### src/rtl/mam_pkg.sv
package mam_pkg;
  localparam int unsigned DEF_ADDR_W = 7;

  typedef enum logic [1:0] {
    PH_IDLE = 2'd0,
    PH_ADDR = 2'd1,
    PH_RW   = 2'd2,
    PH_DONE = 2'd3
  } mam_phase_e;
endpackage

### src/rtl/mam_rst_sync.sv
module mam_rst_sync #(
  parameter int unsigned STAGES = 2
) (
  input  logic clk,
  input  logic rst_n,
  output logic rst_sync_n
);
  logic [STAGES-1:0] chain_q;

  always_ff @(posedge clk or negedge rst_n) begin
    if (!rst_n) chain_q <= '0;
    else        chain_q <= {chain_q[STAGES-2:0], 1'b1};
  end

  assign rst_sync_n = chain_q[STAGES-1];
endmodule

### src/rtl/mam_bit_seq.sv
module mam_bit_seq
  import mam_pkg::*;
#(
  parameter int unsigned ADDR_W = DEF_ADDR_W,
  localparam int unsigned IW = (ADDR_W > 1) ? $clog2(ADDR_W) : 1
) (
  input  logic          clk,
  input  logic          rst_ni,
  input  logic          frm_start,
  input  logic          bit_stb,
  output mam_phase_e    phase_o,
  output logic [IW-1:0] idx_o,
  output logic          take_o
);
  mam_phase_e    phase_q, phase_d;
  logic [IW-1:0] idx_q, idx_d;
  logic          take;

  assign take = bit_stb && !frm_start &&
                ((phase_q == PH_ADDR) || (phase_q == PH_RW));

  always_comb begin
    phase_d = phase_q;
    idx_d   = idx_q;
    if (frm_start) begin
      phase_d = PH_ADDR;
      idx_d   = '0;
    end else if (take) begin
      if (phase_q == PH_ADDR) begin
        if (idx_q == IW'(ADDR_W - 1)) phase_d = PH_RW;
        else                          idx_d   = idx_q + 1'b1;
      end else begin
        phase_d = PH_DONE;
      end
    end
  end

  always_ff @(posedge clk or negedge rst_ni) begin
    if (!rst_ni) begin
      phase_q <= PH_IDLE;
      idx_q   <= '0;
    end else begin
      phase_q <= phase_d;
      idx_q   <= idx_d;
    end
  end

  assign phase_o = phase_q;
  assign idx_o   = idx_q;
  assign take_o  = take;

  // the bit index never runs past the last address bit
  p_idx_range_r3: assert property (@(posedge clk) disable iff (!rst_ni)
    idx_q <= IW'(ADDR_W - 1));

  // a START always sends the sequencer back to the first address bit
  p_start_restart_r2: assert property (@(posedge clk) disable iff (!rst_ni)
    frm_start |=> (phase_q == PH_ADDR) && (idx_q == '0));
endmodule

### src/rtl/mam_flags.sv
module mam_flags
  import mam_pkg::*;
#(
  parameter int unsigned ADDR_W = DEF_ADDR_W,
  localparam int unsigned IW = (ADDR_W > 1) ? $clog2(ADDR_W) : 1
) (
  input  logic              clk,
  input  logic              rst_ni,
  input  logic              frm_start,
  input  logic              take,
  input  mam_phase_e        phase,
  input  logic [IW-1:0]     idx,
  input  logic              sda_lvl,
  input  logic [ADDR_W-1:0] slv_addr,
  output logic              hit_o,
  output logic              miss_o,
  output logic              rw_o
);
  logic hit_q, hit_d;
  logic miss_q, miss_d;
  logic rw_q, rw_d;
  logic exp_bit;

  always_comb begin
    exp_bit = 1'b0;
    for (int k = 0; k < ADDR_W; k++) begin
      if (idx == IW'(k)) exp_bit = slv_addr[ADDR_W-1-k];
    end
  end

  always_comb begin
    hit_d  = hit_q;
    miss_d = miss_q;
    rw_d   = rw_q;
    if (frm_start) begin
      hit_d  = 1'b0;
      miss_d = 1'b0;
    end else if (take) begin
      if (phase == PH_ADDR) begin
        if (sda_lvl != exp_bit) miss_d = 1'b1;
      end else if (phase == PH_RW) begin
        rw_d  = sda_lvl;
        hit_d = !miss_q;
      end
    end
  end

  always_ff @(posedge clk or negedge rst_ni) begin
    if (!rst_ni) begin
      hit_q  <= 1'b0;
      miss_q <= 1'b0;
      rw_q   <= 1'b0;
    end else begin
      hit_q  <= hit_d;
      miss_q <= miss_d;
      rw_q   <= rw_d;
    end
  end

  assign hit_o  = hit_q;
  assign miss_o = miss_q;
  assign rw_o   = rw_q;


  p_flags_excl_r7: assert property (@(posedge clk) disable iff (!rst_ni)
    !(hit_q && miss_q));


  p_miss_hold_r4: assert property (@(posedge clk) disable iff (!rst_ni)
    (miss_q && !frm_start) |=> miss_q);


  p_start_clear_r2: assert property (@(posedge clk) disable iff (!rst_ni)
    frm_start |=> (!hit_q && !miss_q));


  p_hit_on_rw_r5: assert property (@(posedge clk) disable iff (!rst_ni)
    $rose(hit_q) |-> ($past(take) && ($past(phase) == PH_RW)));
endmodule

### src/rtl/i2c_addr_match.sv
module i2c_addr_match
  import mam_pkg::*;
#(
  parameter int unsigned ADDR_W = DEF_ADDR_W,
  localparam int unsigned IW = (ADDR_W > 1) ? $clog2(ADDR_W) : 1
) (
  input  logic              clk,
  input  logic              rst_n,
  input  logic [ADDR_W-1:0] slv_addr,
  input  logic              bit_stb,
  input  logic              sda_lvl,
  input  logic              frm_start,
  output logic              addr_hit,
  output logic              addr_miss,
  output logic              rd_wr
);
  logic          rst_ni;
  mam_phase_e    phase;
  logic [IW-1:0] idx;
  logic          take;

  mam_rst_sync #(.STAGES(2)) u_rst (
    .clk        (clk),
    .rst_n      (rst_n),
    .rst_sync_n (rst_ni)
  );

  mam_bit_seq #(.ADDR_W(ADDR_W)) u_seq (
    .clk       (clk),
    .rst_ni    (rst_ni),
    .frm_start (frm_start),
    .bit_stb   (bit_stb),
    .phase_o   (phase),
    .idx_o     (idx),
    .take_o    (take)
  );

  mam_flags #(.ADDR_W(ADDR_W)) u_flags (
    .clk       (clk),
    .rst_ni    (rst_ni),
    .frm_start (frm_start),
    .take      (take),
    .phase     (phase),
    .idx       (idx),
    .sda_lvl   (sda_lvl),
    .slv_addr  (slv_addr),
    .hit_o     (addr_hit),
    .miss_o    (addr_miss),
    .rw_o      (rd_wr)
  );


  p_done_stable_r9: assert property (@(posedge clk) disable iff (!rst_ni)
    ((phase == PH_DONE) && !frm_start) |=>
      ($stable(addr_hit) && $stable(addr_miss) && $stable(rd_wr)));


  p_idle_quiet_r10: assert property (@(posedge clk) disable iff (!rst_ni)
    ((phase == PH_IDLE) && !frm_start) |=>
      ($stable(addr_hit) && $stable(addr_miss) && $stable(rd_wr)));
endmodule

### config.mk
export PLATFORM = sky130hd
export DESIGN_NAME = i2c_addr_match
export DESIGN_NICKNAME = d
export VERILOG_FILES = /design/src/rtl/mam_pkg.sv /design/src/rtl/mam_rst_sync.sv /design/src/rtl/mam_bit_seq.sv /design/src/rtl/mam_flags.sv /design/src/rtl/i2c_addr_match.sv
export SDC_FILE = /design/constraint.sdc
export NUM_CORES = 1
export LEC_CHECK = 0
export BUFFER_PORTS_ARGS = -buffer_cell sky130_fd_sc_hd__buf_2
export CAP_MARGIN = 20
export CORE_MARGIN = 5
export CORE_UTILIZATION = 23
export DETAILED_ROUTE_END_ITERATION = 16
export PLACE_DENSITY = 0.45
export SLEW_MARGIN = 20
export SYNTH_ARGS = -nofsm -noshare
export SYNTH_HDL_FRONTEND = slang
export SYNTH_HIERARCHICAL = 1
export SYNTH_SLANG_ARGS = --single-unit
### constraint.sdc
create_clock -name clk -period 0.8 [get_ports clk]
set_input_delay 0.08 -clock clk [delete_from_list [all_inputs] [get_ports clk]]
set_output_delay 0.08 -clock clk [all_outputs]
set_load 0.005 [all_outputs]
Yosys cells after proc, flatten, opt, wreduce, memory -nomap -nowiden
Cells that the tools add are included.
{"block": "op_classes", "bitwise_logic": 2, "add_sub_neg": 1, "eq_ne": 12, "muxes": 23, "n_reduce_logical": 15}
{"op": "2-to-1 mux 1 bit", "n": 15}
{"op": "2-to-1 mux 3 bit", "n": 4}
{"op": "== test 3 bit, second input constant", "n": 3}
{"op": "AND reduction 3 bit", "n": 3}
{"op": "2-to-1 mux 2 bit", "n": 4}
{"op": "nonzero test 2 bit", "n": 4}
{"op": "== test 3 x 2 -> 1 bit, second input constant", "n": 2}
{"op": "!= test 2 bit, second input constant", "n": 2}
{"op": "AND reduction 4 bit", "n": 1}
{"op": "adder 3 x 1 -> 3 bit, second input constant", "n": 1}
{"op": "== test 3 x 1 -> 1 bit, second input constant", "n": 1}
{"op": "logical NOT 3 bit", "n": 1}
{"op": "!= test 3 x 2 -> 1 bit, second input constant", "n": 1}
{"op": "== test 2 x 1 -> 1 bit, second input constant", "n": 1}
{"op": "== test 2 bit, second input constant", "n": 1}
{"op": "logical AND 1 bit", "n": 2}
{"op": "logical NOT 1 bit", "n": 2}
{"op": "inverter 1 bit", "n": 2}
{"op": "AND reduction 2 bit", "n": 1}
{"op": "logical OR 1 bit", "n": 1}
{"op": "!= test 1 bit", "n": 1}
{"block": "totals", "ff_bits": 10, "word_cells": 59, "inputBits": 12, "out_inout_bits": 3}

Longest topological paths before layout
Gate-level depths: netlist (run 1).
{"block": "logic_depth", "ltp_word": 13, "depth_mapped": 7, "mapped_depth_nobuf": 7}

Cells and area by module
The synthesis (run 1) kept the hierarchy.
{"mod": "mam_bit_seq", "cells_per_inst": 30, "area_per_inst_um2": 292.8, "n_inst": 1, "seq_area_each_um2": 125.1}
{"mod": "mam_flags", "cells_per_inst": 17, "area_per_inst_um2": 212.7, "n_inst": 1, "seq_area_each_um2": 75.1}
{"mod": "mam_rst_sync", "cells_per_inst": 3, "area_per_inst_um2": 53.8, "n_inst": 1, "seq_area_each_um2": 50.0}

Worst setup path before layout (run 1)
Ideal clock, no wire load.
{"block": "synth_timing", "kind": "reg-to-reg", "startpoint": "reg u_seq.phase_q[0] (netlist: u_seq/phase_o[0])", "endpoint": "reg u_flags.rw_q (netlist: u_flags/rw_o)", "path_buffers": 0, "t_arrival_ps": 1581, "period_less_slack_ps": 1709, "setup_time_ps": 128, "slack_ps": -909, "path_stages_with_launch": 6, "t_required_ps": 672, "path_cell_list": "dfrtp_1 > ha_1 > nand2b_1 > nor2_1 > nor4bb_1 > mux2_1"}
{"block": "synth_via", "elab_chain_cells": 4, "word_cells_on_any_way": 6, "classes_between": "eq/ne (2); bitwise (1); reduce/logical (3)"}
{"element": "start, declared", "line": "mam_bit_seq.sv:15", "source": "mam_phase_e phase_q, phase_d;"}
{"element": "start signal, assigned", "line": "mam_bit_seq.sv:43", "source": "phase_q <= phase_d;"}
{"element": "== test 2 x 1 -> 1 bit / == test 2 bit (equally long branches)", "line": "mam_bit_seq.sv:20", "source": "((phase_q == PH_ADDR) || (phase_q == PH_RW));"}
{"element": "logical OR 1 bit *", "line": "mam_bit_seq.sv:20"}
{"element": "logical AND 1 bit *", "line": "mam_bit_seq.sv:19", "source": "assign take = bit_stb && !frm_start &&"}
{"element": "via take", "line": "i2c_addr_match.sv:20", "source": "logic take;"}
{"element": "AND reduction 4 bit (no line) *"}
{"element": "end signal, assigned", "line": "mam_flags.sv:56", "source": "rw_q <= rw_d;"}
{"element": "end, declared", "line": "mam_flags.sv:21", "source": "logic rw_q, rw_d;"}
Mark *: on every way through the listed nets, which the timed path passes. The rest lies on a longest branch.
A chain may end at the register's enable or synchronous reset.

Worst setup path after layout (run 1)
{"block": "layout_timing", "startpoint": "reg u_seq.idx_q[1] (netlist: u_seq/idx_o[1])", "endpoint": "reg u_seq.idx_q[2] (netlist: u_seq/idx_o[2])"}
{"block": "layout_via", "elab_chain_cells": 5, "word_cells_on_any_way": 8, "classes_between": "add/sub (1); eq/ne (2); mux (4); reduce/logical (1)"}
{"element": "start, declared", "line": "mam_bit_seq.sv:16", "source": "logic [IW-1:0] idx_q, idx_d;"}
{"element": "start signal, assigned", "line": "mam_bit_seq.sv:44", "source": "idx_q <= idx_d;"}
{"element": "adder 3 x 1 -> 3 bit", "line": "mam_bit_seq.sv:31", "source": "else idx_d = idx_q + 1'b1;"}
{"element": "2-to-1 mux 3 bit", "line": "mam_bit_seq.sv:30", "source": "if (idx_q == IW'(ADDR_W - 1)) phase_d = PH_RW;"}
{"element": "2-to-1 mux 3 bit", "line": "mam_bit_seq.sv:29", "source": "if (phase_q == PH_ADDR) begin"}
{"element": "2-to-1 mux 3 bit", "line": "mam_bit_seq.sv:28", "source": "end else if (take) begin"}
{"element": "2-to-1 mux 3 bit", "line": "mam_bit_seq.sv:25", "source": "if (frm_start) begin"}
Parallel ways exist; a longest one is shown, timed or not. The select of a mux whose other input is x is not followed.

==> results.py, run 1 <==
metrics = {
    "placement": {
        "port_buffers": 14,
        "placed_area_um2": 759,
        "gp_congestion": 0.687,
        "dp_cells": 100,
        "dp_hpwl_um": 915,
    },
    "clock_network": {
        "insertion_delay_ps": 260,
        "clk_pin_slew_ps": 80,
        "cts_buffers": 3,
        "cts_num_sinks": 10,
        "clockBufferDepth": 2,
        "root_buffer": "clkbuf_4",
        "cts_tree": "built",
        "htree_num_levels": 1,
    },
    "yosys": {
        "ys_seq_elements": 10,
        "syn_nets": 65,
        "syn_area_per_cell_um2": 11.2,
        "ys_warn_count": 6,
        "synthCells": 50,
        "synth_seq_area_share_pct": 44.7,
        "synth.distinct_cells": 24,
        "syn_area_um2": 559,
    },
    "sta": {
        "post-route-period-util_pct": 193,
        "setup-violations-final": 11,
        "max_freq_mhz": 649,
        "setup_slack_ps": -742,
        "whs_ps": 79.0,
        "slew_violations": 0,
        "period_needed_ps": 1540,
        "skew_ps": 7.34,
        "rsz0062_at_grt": "yes",
        "hold_viol_final": 0,
    },
    "critical_path": {
        "arrival_ps": 1700,
        "criticalPathCategory": "register to register",
        "reg2reg_from": "u_seq/idx_o[1]",
        "endpoint_kind": "register",
        "cp_max_fo": 6,
        "r2r_end": "u_seq/idx_o[2]",
        "critical_path_required_ps": 960,
        "cp-start-kind": "register",
        "r2r_cells": 4,
        "rrSetupSlack_ps": -740,
    },
    "power_and_ir_drop": {
        "p_sw_share_pct": 24.3,
        "leakagePower_nw": 0.411,
        "power_per_cell_area_nw_per_um2": 1390,
        "p_switching_mw": 0.296,
        "clock_power_share_pct": 38.4,
        "ir_drop_uv": 807,
        "combPwrFrac_pct": 16.8,
        "p_int_mw": 0.923,
        "p_seq_share_pct": 44.8,
        "p_total_mw": 1.22,
    },
    "detailed_routing": {
        "vias": 482,
        "drc": 0,
        "drtIter0Drc": 5,
        "routed_wl_mm": 1.20,
        "viasPerCell": 4.42,
        "ant_nets": 0,
        "wl_per_cell_um": 11.0,
        "drtPass1Iterations": 4,
    },
    "grt": {
        "grt_pass1_wl_mm": 2.13,
        "grt-ovfl-total": 0,
        "grt_antenna_before_repair": 0,
        "grt_max_degree": 9,
        "grt_pass1_vias": 499,
        "gr-usage-all-layers_pct": 8.03,
    },
    "layout": {
        "syn_to_final_growth_pct": 56.8,
        "stdcell_area_um2": 877,
        "stdcell_count": 109,
        "drive_above_1_share_pct": 55.6,
        "antenna_cells": 0,
        "layout.nets": 97,
        "final_util_pct": 38.5,
    },
    "floorplanning": {
        "io_pins": 15,
        "fp.dieH_um": 59.3,
        "core-area_um2": 2280,
        "die_x_um": 59.3,
        "die_area_um2": 3520,
        "initial_utilization_pct": 24.6,
        "rows": 17,
    },
    "min_path": {
        "min_from": "sda_lvl",
        "hp-class": "primary input to register",
        "holdPathStages": 2,
        "min_to": "u_flags/rw_o",
    },
    "status": {
        "violations": "setup timing",
        "outcome": "finished with violations",
    },
    "job": {
        "cap_violations": 0,
    },
}
## metal layers
layer / vias up / routed length (µm) / share of wire [%] / GRT usage [%]
met5: - / 0 / 0 / 0
met4: 0 / 0 / 0 / 2.91
met3: 0 / 76 / 6.3 / 2.18
met2: 12 / 541 / 45 / 11.7
met1: 233 / 583 / 49 / 11.2
li1: 237 / - / - / -
## worst max-delay path, cell delays in order (launching register included)
cell	delay (ps)
dfrtp_2	470
ha_4	180
a21bo_4	230
nor3_1	190
mux2_2	360
## registers in the layout (all words and copies together) (netlist names)
signal,cells
u_seq/idx_o,3
u_rst/chain_q,2
u_seq/phase_o,2
u_flags/hit_o,1
u_flags/miss_o,1
u_flags/rw_o,1
## worst max path at each step
stage                                 from              to  slack, ps  cells past startpoint
after global routing      u_seq/phase_o[0]    u_flags/rw_o       -820                      5
after floorplan           u_seq/phase_o[1]    u_flags/rw_o       -820                      6
after detailed placement  u_seq/phase_o[1]    u_flags/rw_o       -830                      6
after CTS                 u_seq/phase_o[0]    u_flags/rw_o       -780                      5
final                       u_seq/idx_o[1]  u_seq/idx_o[2]       -740                      4
after global placement    u_seq/phase_o[1]    u_flags/rw_o       -800                      6
## through the flow
stage | TNS (ps) | setup slack (ps)
detailed placement | -5190 | -825
floorplan | -4840 | -825
global route | -5930 | -822
finish | -5290 | -742
global placement | -5200 | -799
CTS | -5450 | -780
## placed cells by master, fill, tap and decap left out
master	count
nor3_1	1
mux2_4	1
or4bb_1	1
nand2b_1	1
or3_1	1
buf_6	1
conb_1	1
buf_4	11
o22ai_2	1
a21oi_1	1
a21bo_4	1
mux4_2	1
dfrtp_1	9
a211o_1	1
dfrtp_2	1
nor2_4	1
clkbuf_4	3
ha_1	1
mux2i_1	4
nor2b_1	1
clkbuf_8	1
nand2b_4	1
mux2_2	1
a21oi_2	2
nor2_1	4
or3_4	1
nand3_1	1
inv_2	1
ha_4	2
nand3b_1	1
nor4bb_4	1
o21ai_0	2
dlygate4sd3_1	1
buf_2	14
and2b_1	1
xor2_1	1
inv_1	3
## area by class of cell
cell class / count / area, µm²
inverters: 4 / 15.0
well taps: 28 / 35.0
fillers: 236 / 1400
repair buffers: 27 / 174
multi-input cells: 36 / 365
flip-flops and latches: 10 / 251
clock buffers: 4 / 36.3
## power by group through the flow
stage	sequential, mW	combinational [mW]	clock, mW
final	0.546	0.205	0.468
after floorplan	0.556	0.0855	0
after CTS	0.547	0.193	0.491
after global routing	0.551	0.229	0.505
after detailed placement	0.558	0.171	0
after global placement	0.558	0.171	0
## synthesized netlist by cell type, drive strengths merged
cell	number	area share, %
dfrtp	10	45
nor2b	1	1.1
conb	1	0.67
mux4	1	4.0
inv	4	2.7
and2b	1	1.3
o21ai	2	1.8
xor2	1	1.6
or3	2	2.2
nand3b	1	1.3
mux2	2	4.0
mux2i	4	7.2
nand2b	2	2.2
nor2	5	3.4
a211o	1	1.6
a21bo	1	2.9
o22ai	1	2.2
nand3	1	0.89
nor4bb	1	1.8
or4bb	1	2.0
nor3	1	0.89
a21oi	3	2.7
ha	3	6.7
## logic make-up after synthesis
group	share of synthesized area [%]
AND/OR/NAND/NOR	17.2
flip-flops	44.7
AO/OA/AOI/OAI	11.2
multiplexers	15.2
buffers and inverters	2.68
adder cells (fa/ha/maj)	6.71
other	0.670
XOR/XNOR	1.57
## repair_timing
action / 4_1_cts / 5_1_grt
gates resized for setup: 2 / 6
setup endpoints to repair: 11 / 11
pin swaps: 3 / 0
hold buffers: 1 / 0
endpoints found under the hold margin: 2 / 0
buffers inserted: 3 / 1
(Power assumes the default switching activity.)
==> inputs of run 2 (changes only) <==
--- a/config.mk
+++ b/config.mk
@@ -11,6 +11,7 @@
 export CORE_UTILIZATION = 23
 export DETAILED_ROUTE_END_ITERATION = 16
 export PLACE_DENSITY = 0.45
+export RECOVER_POWER = 50
 export SLEW_MARGIN = 20
 export SYNTH_ARGS = -nofsm -noshare
 export SYNTH_HDL_FRONTEND = slang
==> run 2 against run 1 <==
The run still ends with setup timing left. Maximum frequency is essentially flat. Critical endpoint unchanged. Highest routed layer unchanged. Worst hold slack is essentially flat. Sequential share of layout area barely moved. Clock power barely moved. Largest power group unchanged. Die area unchanged. Final cell count is the same. Register-to-register slack is essentially flat.
==> results.py, run 2 (synthesized netlist as in run 1, its figures left out) <==
metrics = {
    "status": {
        "outcome": "finished with violations",
        "violations": "setup timing",
    },
    "placement": {
        "dp_hpwl_um": 915,
        "dp_cells": 100,
        "gp_congestion": 0.687,
        "dp_slack_ps": -825,
        "port_buffers": 14,
    },
    "critical_path": {
        "cp_top_family": "flip-flops",
        "slowest_stage": "dfrtp_2",
        "critPathMaxStageDelay_ps": 470,
        "criticalPathCategory": "register to register",
        "reg2reg_from": "u_seq/idx_o[1]",
        "rrSetupSlack_ps": -740,
        "r2r_end": "u_seq/idx_o[2]",
        "cp_max_fo": 6,
        "arrival_ps": 1700,
        "worstPathCellList": "ha_4, a21bo_4, nor3_1, mux2_2",
        "r2r_cells": 4,
        "endpoint_kind": "register",
        "critical_path_required_ps": 960,
        "worst-path-stages": 4,
        "cp-start-kind": "register",
        "path_buf_inv": 0,
    },
    "floorplanning": {
        "die_x_um": 59.3,
        "fp.dieH_um": 59.3,
        "initial_utilization_pct": 24.6,
        "die_area_um2": 3520,
        "io_pins": 15,
        "core-area_um2": 2280,
        "rows": 17,
    },
    "detailed_routing": {
        "vias": 481,
        "drtIter0Drc": 5,
        "drc": 0,
        "ant_nets": 0,
        "viasPerCell": 4.41,
        "drtPass1Iterations": 4,
        "routed_wl_mm": 1.20,
        "wl_per_cell_um": 11.0,
    },
    "job": {
        "cap_violations": 0,
    },
    "min_path": {
        "hp-class": "primary input to register",
        "min_from": "sda_lvl",
        "holdPathStages": 2,
        "min_to": "u_flags/rw_o",
    },
    "layout": {
        "largest_reg_flops": 3,
        "layout.nets": 97,
        "antenna_cells": 0,
        "final_common_cell": "buf_2",
        "final_cell_mix": "13 x buf_2, 11 x buf_4, 9 x dfrtp_1",
        "n_fill_cell": 237,
        "drive_above_1_share_pct": 54.3,
        "syn_to_final_growth_pct": 56.6,
        "stdcell_count": 109,
    },
    "clock_network": {
        "clockBufferDepth": 2,
        "cts_tree": "built",
        "insertion_delay_ps": 270,
        "cts_num_sinks": 10,
        "cts_buffers": 3,
        "root_buffer": "clkbuf_4",
        "htree_num_levels": 1,
        "clk_pin_slew_ps": 80,
    },
    "sta": {
        "skew_ps": 7.32,
        "max_freq_mhz": 649,
        "slew_violations": 0,
        "post-route-period-util_pct": 193,
        "setup_slack_ps": -741,
        "setup-violations-final": 11,
        "hold_viol_final": 0,
        "rsz0062_at_grt": "yes",
        "period_needed_ps": 1540,
    },
    "grt": {
        "grt-ovfl-total": 0,
        "grt_pass1_wl_mm": 2.13,
        "grt_antenna_before_repair": 0,
        "gr-usage-all-layers_pct": 8.03,
        "grt_pass1_vias": 499,
        "grt_max_degree": 9,
    },
    "power_and_ir_drop": {
        "ir_drop_uv": 807,
        "leakagePower_nw": 0.409,
        "power_per_cell_area_nw_per_um2": 1390,
    },
}
-- run 2: cell types whose count changed in the layout (fill, tap and decap cells not counted), sizes merged --
cell / before / now
buf: 26 / 25
clkbuf: 4 / 5
-- run 2: final cells by class --
class	count	area, µm²	share of cell area (%)
multi-input combinational	36	365	41.7
timing repair buffer	27	173	19.7
tap	28	35.0	4.00
clock buffer	4	36.3	4.14
sequential	10	251	28.7
inverter	4	15.0	1.71
-- run 2: timing repair --
action | 4_1_cts | 5_1_grt
pin swaps | 3 | 0
endpoints found under the setup margin | 11 | 11
setup buffers | 3 | 1
endpoints found under the hold margin | 2 | 0
hold buffers | 1 | 0
gates resized for setup | 2 | 6
-- run 2: power breakdown --
part / switching, mW / internal, mW / leakage [nW] / total, mW
clock: 0.192 / 0.276 / 0.0210 / 0.468
sequential: 0.0223 / 0.524 / 0.126 / 0.546
combinational: 0.0812 / 0.123 / 0.261 / 0.204
total: 0.296 / 0.923 / 0.409 / 1.22
-- run 2: worst register-to-register path, cell delays in order, from the launching register on --
cell and delay (ps):
dfrtp_2 470, ha_4 180, a21bo_4 230, nor3_1 190
mux2_2 360
-- run 2: per-layer routing --
layer  track usage, %  up-vias  part of all wire, %
met3             2.18        0                  5.9
met1             11.2      234                   49
met5                0        -                    0
met4             2.91        0                    0
met2             11.7       10                   45
li1                 -      237                    -
-- run 2: how the worst max path moves through the flow --
stage | from | to | slack [ps]
after floorplan | u_seq/phase_o[1] | u_flags/rw_o | -820
after global placement | u_seq/phase_o[1] | u_flags/rw_o | -800
after detailed placement | u_seq/phase_o[1] | u_flags/rw_o | -830
after CTS | u_seq/phase_o[0] | u_flags/rw_o | -780
after global routing | u_seq/phase_o[0] | u_flags/rw_o | -820
final | u_seq/idx_o[1] | u_seq/idx_o[2] | -740
-- run 2: metrics by stage --
stage / hold WS [ps] / instance area [µm²] / setup TNS [ps] / utilization [%] / total power, mW
after floorplan: -216 / 594 / -4840 / - / 0.641
after global placement: -135 / 759 / -5200 / 33.4 / 0.729
after detailed placement: -133 / 759 / -5190 / 33.4 / 0.729
after CTS: 52.1 / 841 / -5450 / 36.9 / 1.23
after global routing: 82.1 / 876 / -5930 / 38.5 / 1.28
final: 79.0 / 876 / -5290 / 38.5 / 1.22
